### src/rtl/dma_seq_pkg.sv
package dma_seq_pkg;

    typedef enum logic [2:0] {
        SQ_IDLE = 3'd0,
        SQ_HOLD = 3'd1,
        SQ_ADDR = 3'd2,
        SQ_STRB = 3'd3,
        SQ_REL  = 3'd4
    } seq_state_t;

    typedef enum logic [1:0] {
        XK_VERIFY   = 2'b00,
        XK_TO_MEM   = 2'b01,
        XK_FROM_MEM = 2'b10,
        XK_SPARE    = 2'b11
    } xfer_kind_t;

    typedef struct packed {
        logic mem_rd;
        logic mem_wr;
        logic io_rd;
        logic io_wr;
    } strobe_set_t;

    function automatic strobe_set_t kind_strobes(xfer_kind_t k);
        strobe_set_t s;
        s = '0;
        case (k)
            XK_TO_MEM: begin
                s.mem_wr = 1'b1;
                s.io_rd  = 1'b1;
            end
            XK_FROM_MEM: begin
                s.mem_rd = 1'b1;
                s.io_wr  = 1'b1;
            end
            default: s = '0;
        endcase
        return s;
    endfunction

    function automatic logic in_transfer(seq_state_t st);
        return (st == SQ_ADDR) || (st == SQ_STRB) || (st == SQ_REL);
    endfunction

endpackage

### src/rtl/dma_seq_pick.sv
module dma_seq_pick
    import dma_seq_pkg::*;
#(
    parameter int NCH  = 4,
    parameter int IDXW = (NCH > 1) ? $clog2(NCH) : 1
) (
    input  logic              clk,
    input  logic              rst,
    input  logic [NCH-1:0]    pend_vec,
    input  logic [2*NCH-1:0]  kind_flat,
    input  logic [NCH-1:0]    last_vec,
    input  logic              load,
    output logic              any_pend,
    output logic [IDXW-1:0]   grant_q,
    output xfer_kind_t        kind_q,
    output logic              last_q
);

    logic [IDXW-1:0] win;

    // lowest index wins: the loop walks downward so the last hit is the smallest
    always_comb begin
        win = '0;
        for (int i = NCH - 1; i >= 0; i--) begin
            if (pend_vec[i]) win = IDXW'(i);
        end
    end

    assign any_pend = |pend_vec;

    always_ff @(posedge clk) begin
        if (rst) begin
            grant_q <= '0;
            kind_q  <= XK_VERIFY;
            last_q  <= 1'b0;
        end else if (load) begin
            grant_q <= win;
            kind_q  <= xfer_kind_t'(kind_flat[2*win +: 2]);
            last_q  <= last_vec[win];
        end
    end

    p_load_has_winner_r8: assert property (@(posedge clk) disable iff (rst)
        load |-> any_pend);

endmodule

### src/rtl/dma_seq_fsm.sv
module dma_seq_fsm
    import dma_seq_pkg::*;
(
    input  logic       clk,
    input  logic       rst,
    input  logic       any_pend,
    input  logic       hold_ack,
    input  logic       ready,
    output seq_state_t state,
    output logic       load
);

    seq_state_t nxt;

    always_comb begin
        nxt  = state;
        load = 1'b0;
        case (state)
            SQ_IDLE: if (any_pend) nxt = SQ_HOLD;
            SQ_HOLD: begin
                if (hold_ack) begin
                    if (any_pend) begin
                        nxt  = SQ_ADDR;
                        load = 1'b1;
                    end else begin
                        nxt = SQ_IDLE;
                    end
                end
            end
            SQ_ADDR: nxt = SQ_STRB;
            SQ_STRB: if (ready) nxt = SQ_REL;
            SQ_REL: begin
                if (any_pend) begin
                    nxt  = SQ_ADDR;
                    load = 1'b1;
                end else begin
                    nxt = SQ_IDLE;
                end
            end
            default: nxt = SQ_IDLE;
        endcase
    end

    always_ff @(posedge clk) begin
        if (rst) state <= SQ_IDLE;
        else     state <= nxt;
    end

    p_wait_for_ack_r3: assert property (@(posedge clk) disable iff (rst)
        (state == SQ_HOLD && !hold_ack) |=> (state == SQ_HOLD));

    p_setup_then_strobe_r4: assert property (@(posedge clk) disable iff (rst)
        (state == SQ_ADDR) |=> (state == SQ_STRB));

    p_ready_stretch_r6: assert property (@(posedge clk) disable iff (rst)
        (state == SQ_STRB && !ready) |=> (state == SQ_STRB));

    p_release_after_strobe_r4: assert property (@(posedge clk) disable iff (rst)
        (state == SQ_REL) |-> ($past(state) == SQ_STRB));

endmodule

### src/rtl/dma_seq_strobe.sv
module dma_seq_strobe
    import dma_seq_pkg::*;
#(
    parameter int NCH  = 4,
    parameter int IDXW = (NCH > 1) ? $clog2(NCH) : 1
) (
    input  seq_state_t      state,
    input  logic [IDXW-1:0] grant_q,
    input  xfer_kind_t      kind_q,
    input  logic            last_q,
    input  logic            hold_ack,
    input  logic            io_rd_in_n,
    input  logic            io_wr_in_n,
    output logic [NCH-1:0]  dack,
    output logic            mem_rd_n,
    output logic            mem_wr_n,
    output logic            io_rd_out_n,
    output logic            io_wr_out_n,
    output logic            io_oe,
    output logic            tc,
    output logic            cpu_rd,
    output logic            cpu_wr
);

    logic        active;
    strobe_set_t act_set;

    assign active  = in_transfer(state);
    assign act_set = (state == SQ_STRB) ? kind_strobes(kind_q) : '0;

    for (genvar c = 0; c < NCH; c++) begin : g_ack
        assign dack[c] = active && (grant_q == IDXW'(c));
    end

    assign mem_rd_n    = ~act_set.mem_rd;
    assign mem_wr_n    = ~act_set.mem_wr;
    assign io_rd_out_n = ~act_set.io_rd;
    assign io_wr_out_n = ~act_set.io_wr;
    assign io_oe       = active && hold_ack;
    assign tc          = active && last_q;
    assign cpu_rd      = !hold_ack && !io_rd_in_n;
    assign cpu_wr      = !hold_ack && !io_wr_in_n;

endmodule

### src/rtl/dma_bus_sequencer.sv
module dma_bus_sequencer
    import dma_seq_pkg::*;
#(
    parameter int NCH = 4
) (
    input  logic             clk,
    input  logic             rst,
    input  logic [NCH-1:0]   chan_req,
    input  logic [NCH-1:0]   chan_en,
    input  logic [2*NCH-1:0] chan_kind,
    input  logic [NCH-1:0]   chan_last,
    input  logic             hold_ack,
    input  logic             ready,
    input  logic             io_rd_in_n,
    input  logic             io_wr_in_n,
    output logic             hold_req,
    output logic [NCH-1:0]   dack,
    output logic             mem_rd_n,
    output logic             mem_wr_n,
    output logic             io_rd_out_n,
    output logic             io_wr_out_n,
    output logic             io_oe,
    output logic             tc,
    output logic             cpu_rd,
    output logic             cpu_wr
);

    localparam int IDXW = (NCH > 1) ? $clog2(NCH) : 1;

    seq_state_t      state;
    logic            load;
    logic            any_pend;
    logic [IDXW-1:0] grant_q;
    xfer_kind_t      kind_q;
    logic            last_q;
    logic [NCH-1:0]  drop_vec;
    logic [NCH-1:0]  pend_vec;

    // a channel finishing its block is left out of the arbitration at release
    assign drop_vec = (state == SQ_REL && last_q) ? dack : '0;
    assign pend_vec = chan_req & chan_en & ~drop_vec;
    assign hold_req = (state != SQ_IDLE);

    dma_seq_pick #(.NCH(NCH), .IDXW(IDXW)) u_pick (
        .clk       (clk),
        .rst       (rst),
        .pend_vec  (pend_vec),
        .kind_flat (chan_kind),
        .last_vec  (chan_last),
        .load      (load),
        .any_pend  (any_pend),
        .grant_q   (grant_q),
        .kind_q    (kind_q),
        .last_q    (last_q)
    );

    dma_seq_fsm u_fsm (
        .clk      (clk),
        .rst      (rst),
        .any_pend (any_pend),
        .hold_ack (hold_ack),
        .ready    (ready),
        .state    (state),
        .load     (load)
    );

    dma_seq_strobe #(.NCH(NCH), .IDXW(IDXW)) u_strobe (
        .state       (state),
        .grant_q     (grant_q),
        .kind_q      (kind_q),
        .last_q      (last_q),
        .hold_ack    (hold_ack),
        .io_rd_in_n  (io_rd_in_n),
        .io_wr_in_n  (io_wr_in_n),
        .dack        (dack),
        .mem_rd_n    (mem_rd_n),
        .mem_wr_n    (mem_wr_n),
        .io_rd_out_n (io_rd_out_n),
        .io_wr_out_n (io_wr_out_n),
        .io_oe       (io_oe),
        .tc          (tc),
        .cpu_rd      (cpu_rd),
        .cpu_wr      (cpu_wr)
    );

    p_one_dack_r8: assert property (@(posedge clk) disable iff (rst)
        $onehot0(dack));

    p_no_dack_without_bus_r3: assert property (@(posedge clk) disable iff (rst)
        !hold_req |-> (dack == '0));

    p_strobe_under_dack_r4: assert property (@(posedge clk) disable iff (rst)
        (!mem_rd_n || !mem_wr_n || !io_rd_out_n || !io_wr_out_n) |-> (dack != '0));

    p_memrd_pairs_iowr_r5: assert property (@(posedge clk) disable iff (rst)
        !mem_rd_n |-> (!io_wr_out_n && io_rd_out_n && mem_wr_n));

    p_memwr_pairs_iord_r5: assert property (@(posedge clk) disable iff (rst)
        !mem_wr_n |-> (!io_rd_out_n && io_wr_out_n && mem_rd_n));

    p_drive_needs_ack_r11: assert property (@(posedge clk) disable iff (rst)
        io_oe |-> hold_ack);

    p_tc_inside_xfer_r9: assert property (@(posedge clk) disable iff (rst)
        tc |-> (dack != '0));

endmodule

### config.mk
export PLATFORM = sky130hd
export DESIGN_NAME = dma_bus_sequencer
export DESIGN_NICKNAME = d
export VERILOG_FILES = /design/src/rtl/dma_seq_pkg.sv /design/src/rtl/dma_seq_pick.sv /design/src/rtl/dma_seq_fsm.sv /design/src/rtl/dma_seq_strobe.sv /design/src/rtl/dma_bus_sequencer.sv
export SDC_FILE = /design/constraint.sdc
export NUM_CORES = 1
export LEC_CHECK = 0
export ABC_AREA = 1
export CORE_MARGIN = 2
export CORE_UTILIZATION = 51
export CTS_CLUSTER_SIZE = 16
export DETAILED_ROUTE_END_ITERATION = 8
export DONT_BUFFER_PORTS = 1
export PLACE_DENSITY = 0.63
export SLEW_MARGIN = 5
export SYNTH_ARGS = -nofsm -noshare
export SYNTH_HDL_FRONTEND = slang
export SYNTH_HIERARCHICAL = 1
export SYNTH_SLANG_ARGS = --single-unit
export TNS_END_PERCENT = 100
### constraint.sdc
create_clock -name clk -period 3.7 [get_ports clk]
set_clock_uncertainty 0.2 [all_clocks]
set_input_delay 0.185 -clock clk [delete_from_list [all_inputs] [get_ports clk]]
set_output_delay 0.185 -clock clk [all_outputs]
set_load 0.02 [all_outputs]
# After elaboration in Yosys (flattened, before gate mapping)

Index checks and enable logic that the tools add are counted.

Multiplexer cells: 18
Shift operators: 1
Bitwise operators: 7
Equal/unequal tests: 12
Reductions and logical operators: 19
$lt $le $gt $ge: 1

Operator list:

| kind                                                | number |
|---|---|
| one-hot mux 3 bit (5 select lines)                  | 1 |
| 2-to-1 mux 2 bit                                    | 6 |
| logical AND 1 bit                                   | 9 |
| 2-to-1 mux 3 bit                                    | 3 |
| AND 4 bit                                           | 2 |
| 2-to-1 mux 4 bit                                    | 2 |
| indexed part select 8 x 4 -> 2 bit                  | 1 |
| == test 2 bit (second input constant)               | 3 |
| == test 3 x 2 -> 1 bit (second input constant)      | 2 |
| inequality test 2 bit (second input constant)       | 3 |
| == test 2 x 1 -> 1 bit (second input constant)      | 2 |
| 2-to-1 mux 1 bit                                    | 4 |
| NOT 1 bit                                           | 4 |
| NOT 4 bit                                           | 1 |
| OR reduction 4 bit                                  | 1 |
| == test 3 x 1 -> 1 bit (second input constant)      | 1 |
| == test 3 bit (second input constant)               | 1 |
| logical NOT 1 bit                                   | 3 |
| logical NOT 3 bit                                   | 1 |
| < comparator 2 x 3 -> 1 bit (second input constant) | 1 |
| AND reduction 3 bit                                 | 1 |
| nonzero test 3 bit                                  | 1 |
| binary-select mux 1 bit (select 2 bit)              | 1 |
| logical NOT 2 bit                                   | 1 |
| 2 further kinds                                     | 3 |

Output and inout port bits: 13
Flip-flop bits (word level): 8

# Logic depth before layout (Yosys ltp)

Depth after elaboration: 13
Mapped depth: 16
Gate-level depth less buffers: 16

# Cells and area by module

The synthesis kept the hierarchy.

By module, submodules not included:

| module            | cells each | times used | sequential area each (µm²) | area each (µm²) |
|---|---|---|---|---|
| dma_seq_pick      | 70         | 1          | 100.1                      | 394.1 |
| dma_seq_fsm       | 32         | 1          | 60.1                       | 185.2 |
| dma_seq_strobe    | 28         | 1          | 0.0                        | 126.4 |
| dma_bus_sequencer | 25         | 1          | 0.0                        | 106.4 |

# Least setup slack after synthesis

OpenSTA, ideal clock, no wires.

Kind: register -> register
Start: register u_fsm.state[1]
End: register u_pick.kind_q[1]
Period minus slack after synthesis: 2417 ps
Stages on the path, launching flop included: 16
Buffers on the path: 0
Slack: 1283 ps
Arrival: 2108 ps
Cells stage by stage: dfxtp_1 > nand2_1 > a21oi_1 > nand3_1 > nand2_1 > inv_1 > nor2_2 > nand2_1 > nand3_1 > nor2_1 > inv_2 > a21oi_2 > nand3_1 > nand3_1 > nand2_1 > inv_1

RTL lines:

| what                                 | RTL line                             | RTL |
|---|---|---|
| start, declared                      | dma_seq_fsm.sv:9                     | `output seq_state_t state,` |
| start signal, assigned               | dma_seq_fsm.sv:46                    | `else state <= nxt;` |
| == test 3 x 2 -> 1 bit               | dma_seq_pkg.sv:43                    | `return (st == SQ_ADDR) \|\| (st == SQ_STRB) \|\| (st == SQ_REL);` |
| logical OR 1 bit                     | dma_seq_pkg.sv:43                    |  |
| logical OR 1 bit *                   | dma_seq_pkg.sv:43                    |  |
| logical AND 1 bit *                  | dma_seq_strobe.sv:32                 | `assign dack[c] = active && (grant_q == IDXW'(c));` |
| net dack[0]                          | dma_bus_sequencer.sv:17              | `output logic [NCH-1:0] dack,` |
| 2-to-1 mux 4 bit *                   | dma_bus_sequencer.sv:40              | `assign drop_vec = (state == SQ_REL && last_q) ? dack : '0;` |
| NOT 4 bit *                          | dma_bus_sequencer.sv:41              | `assign pend_vec = chan_req & chan_en & ~drop_vec;` |
| AND 4 bit *                          | dma_bus_sequencer.sv:41              |  |
| net pend_vec[0]                      | dma_bus_sequencer.sv:37              | `logic [NCH-1:0] pend_vec;` |
| OR reduction 4 bit *                 | dma_seq_pick.sv:29                   | `assign any_pend = \|pend_vec;` |
| net any_pend                         | dma_bus_sequencer.sv:32              | `logic any_pend;` |
| 2-to-1 mux 1 bit *                   | dma_seq_fsm.sv:22, dma_seq_fsm.sv:33 |  |
| 2-to-1 mux 1 bit                     | dma_seq_fsm.sv:21                    | `if (hold_ack) begin` |
| one-hot mux 1 bit (2 select lines) * | dma_seq_fsm.sv:18                    | `case (state)` |
| net load                             | dma_bus_sequencer.sv:31              | `logic load;` |
| end signal, assigned                 | dma_seq_pick.sv:38                   | `kind_q <= xfer_kind_t'(kind_flat[2*win +: 2]);` |
| end, declared                        | dma_seq_pick.sv:15                   | `output xfer_kind_t kind_q,` |

Mark *: on every way through the listed nets, which the timed path passes. The rest lies on a longest branch.
A chain may end at the register's enable or synchronous reset.

# Final worst setup path

Start: register u_fsm.state[1]
End: register u_fsm.state[1]

Cells in the longest elaborated chain, start to end: 11

Ends and longest elaborated chain:

| what                               | RTL line |
|---|---|
| == test 3 x 2 -> 1 bit             | dma_seq_pkg.sv:43 |
| logical OR 1 bit                   | dma_seq_pkg.sv:43 |
| logical OR 1 bit *                 | dma_seq_pkg.sv:43 |
| logical AND 1 bit *                | dma_seq_strobe.sv:32 |
| net dack[0]                        | dma_bus_sequencer.sv:17 |
| 2-to-1 mux 4 bit *                 | dma_bus_sequencer.sv:40 |
| NOT 4 bit *                        | dma_bus_sequencer.sv:41 |
| AND 4 bit *                        | dma_bus_sequencer.sv:41 |
| net pend_vec[0]                    | dma_bus_sequencer.sv:37 |
| OR reduction 4 bit *               | dma_seq_pick.sv:29 |
| net any_pend                       | dma_bus_sequencer.sv:32 |
| 2-to-1 mux 2 bit                   | dma_seq_fsm.sv:22, dma_seq_fsm.sv:33 |
| 2-to-1 mux 3 bit                   | dma_seq_fsm.sv:21 |
| one-hot mux 3 bit (5 select lines) | dma_seq_fsm.sv:18 |

Mark *: on every way through the listed nets, which the timed path passes. The rest lies on a longest branch. The select of a mux whose other input is x is not followed.

==> qor.txt <==
CP endpoint kind = register
Setup TNS = 0 ns
GRT Resource Usage Total = 20.0%
CTS clk-pin slew, worst paths = 0.06 ns
Synth unique cells = 18
Setup WS post-layout = 0.641 ns
Design area = 870 µm²
First-pass GRT wire length = 2890 µm
Crit-path max FO = 9
Slew HR = 62.1%
Highest achievable clock rate = 327 MHz
Final setup viols = 0
Initial antenna violation count = 0
Final std cells w/o fill = 175
Total Wirelength = 1800 µm
Synth Warn # = 6
PwrDens = 312 nW/µm²
FP Rows = 14
Psw = 0.108 mW
ANT nets after route = 0
Vias = 879
Syn_area_per_cell = 5.24 µm²
Pin count of the biggest net entering global routing = 13
Clk sink count = 8
Residual DRC count = 0
Post-CTS sizing = 0
P_int = 0.163 mW
Synth Register Bits = 8
Hold_ws = 0.0358 ns
Max-cap viol count = 0
Share of cells above drive strength 1 = 11.9%
Hpwl dp = 1400 µm
Die Area = 1930 µm²
Share of power burned in registers = 39.3%
Worst skew pair latency = 0.26 ns
Slew Viols, Final = 0
Post-synthesis instance total = 155
Critical path class = register to register
Combinational power share = 34.2%
PortBufs = 0
Register-to-Register Path Depth = 14
Via density = 5.02
Drt first pass iters = 4
Die Wd = 43.9 µm
Leakage = 0.513 nW
Fill cells = 171
Worst min-delay path class = primary input to register
# IOs = 39
Final GP Congestion = 0.769
Startpoint type of the worst setup path = register
Status = complete, no violations
Worst-margin pin slew = 0.567 ns
Core ar. = 1510 µm²
Pre-CTS setup slack = 1.00 ns
Area grow syn2layout = 7.09%
Worst path arrival time = 3.01 ns
Ant diodes = 0
Tot Pwr = 0.271 mW
Placed cell areas = 817 µm²
Hold Vio Cnt, Final = 0
Drt initial violations = 33
Starting Density = 53.9%
Hold depth = 6
RSZ-0062 raised after global routing = no
Register area share after synthesis = 19.7%
Finished Core Util = 57.7%
Depth of the CTS H-tree = 1
Vias in the first global route = 758
Period utilization = 82.7%
CTS tree = built
Placed Instances = 169
Clock share of power = 26.5%
Syn Nets = 181
TritonCTS buffer count = 3
Nets = 187
Synth Cell Area = 812 µm²
Die Ht = 43.9 µm
Clk root buf = clkbuf_4
CP required = 3.65 ns
Fin crit period = 3.06 ns
Switching Fraction = 39.9%
VDD IR max = 0.000253 V
Post-DR wirelength/cell = 10.3 µm
Maximum clock path buffer count = 2
Grt ovf = 0
==> critical path, cell delays in order, from the launching register on <==
cell           delay (ns)
dfxtp_1              0.52
nand2_1              0.20
a21oi_1              0.48
nand3_1              0.13
nand2_1              0.07
inv_1                0.06
nor2_2               0.18
nand2_1              0.10
nor2_1               0.14
nand2_1              0.07
nand2_1              0.08
nor2_2               0.04
nand2_1              0.07
a21oi_1              0.05
dlygate4sd3_1        0.55
==> worst paths after layout <==
| kind | start | end | slack [ns] |
|---|---|---|---|
| setup reg to reg | u_fsm/state[1] | u_fsm/state[1] | 0.64 |
| setup / recovery | u_fsm/state[1] | u_fsm/state[1] | 0.64 |
| hold reg to reg | u_pick/grant_q[1] | u_pick/grant_q[1] | 0.35 |
| hold / removal | chan_kind[4] | u_pick/kind_q[0] | 0.04 |
==> cell usage in the layout, fill, tap and decap left out, types with 3 or more instances in the layout <==
cell	n
a21oi_1	9
inv_1	39
clkbuf_4	3
nand3_1	21
nor2_2	4
dfxtp_1	8
nor2_1	14
nand2_2	3
inv_2	5
dlygate4sd3_1	3
nand2_1	40
==> cells in the mapped netlist <==
| cell type | count | share of area, % |
|---|---|---|
| nor4_1 | 1 | 0.77 |
| o21ai_1 | 1 | 0.62 |
| nand2_1 | 40 | 18 |
| dfxtp_1 | 8 | 20 |
| inv_2 | 5 | 2.3 |
| nand2_4 | 2 | 2.8 |
| a21oi_1 | 9 | 5.5 |
| nor3_1 | 1 | 0.62 |
| nand2_2 | 3 | 2.3 |
| nor2_2 | 4 | 3.1 |
| o21ai_0 | 2 | 1.2 |
| nor2_4 | 1 | 1.4 |
| a21oi_2 | 1 | 1.1 |
| inv_1 | 39 | 18 |
| nor2_1 | 14 | 6.5 |
| nand3_1 | 21 | 13 |
| buf_4 | 2 | 1.8 |
| a31oi_1 | 1 | 0.77 |
==> state kept, by name, summed over array words and instances, names as in the netlist <==
signal,count
u_fsm/state,3
u_pick/kind_q,2
u_pick/last_q,1
u_pick/grant_q,2
==> cell type report <==
class | count | area [µm²] | area share (%)
Multi-Input combinational cell | 101 | 472 | 54.2
Clock buffer | 3 | 22.5 | 2.59
Timing Repair Buffer | 3 | 30.0 | 3.45
Tap cell | 16 | 20.0 | 2.30
Sequential cell | 8 | 160 | 18.4
Inverter | 44 | 165 | 19.0
==> cells by family after synthesis <==
family                 after synthesis  synth area share, %
flip-flops                           8                 19.7
AO/OA/AOI/OAI                       14                 9.24
AND/OR/NAND/NOR                     87                 48.8
buffers and inverters               46                 22.2
==> power groups by stage <==
| stage | Sequential (mW) | Combinational, mW | Clock, mW |
|---|---|---|---|
| 5_1_grt | 0.108 | 0.106 | 0.0773 |
| 2_1_floorplan | 0.106 | 0.0761 | 0 |
| 3_3_place_gp | 0.108 | 0.0861 | 0 |
| 4_1_cts | 0.107 | 0.0925 | 0.0727 |
| 6_report | 0.107 | 0.0928 | 0.0719 |
| 3_5_place_dp | 0.109 | 0.0878 | 0 |
==> per-layer routing <==
layer	track usage [%]	wire length (µm)	up-vias
met5	0	0	-
li1	-	-	468
met4	10.9	21	0
met1	23.9	807	366
met2	34.4	829	41
met3	2.50	141	4
==> timing repair <==
item                                    CTS  global route
endpoints found under the setup margin    0             0
hold buffers                              3             0
hold endpoints to repair                  8             0
buffers inserted                          0             0
No activity file was read; power rests on OpenSTA's default activity.
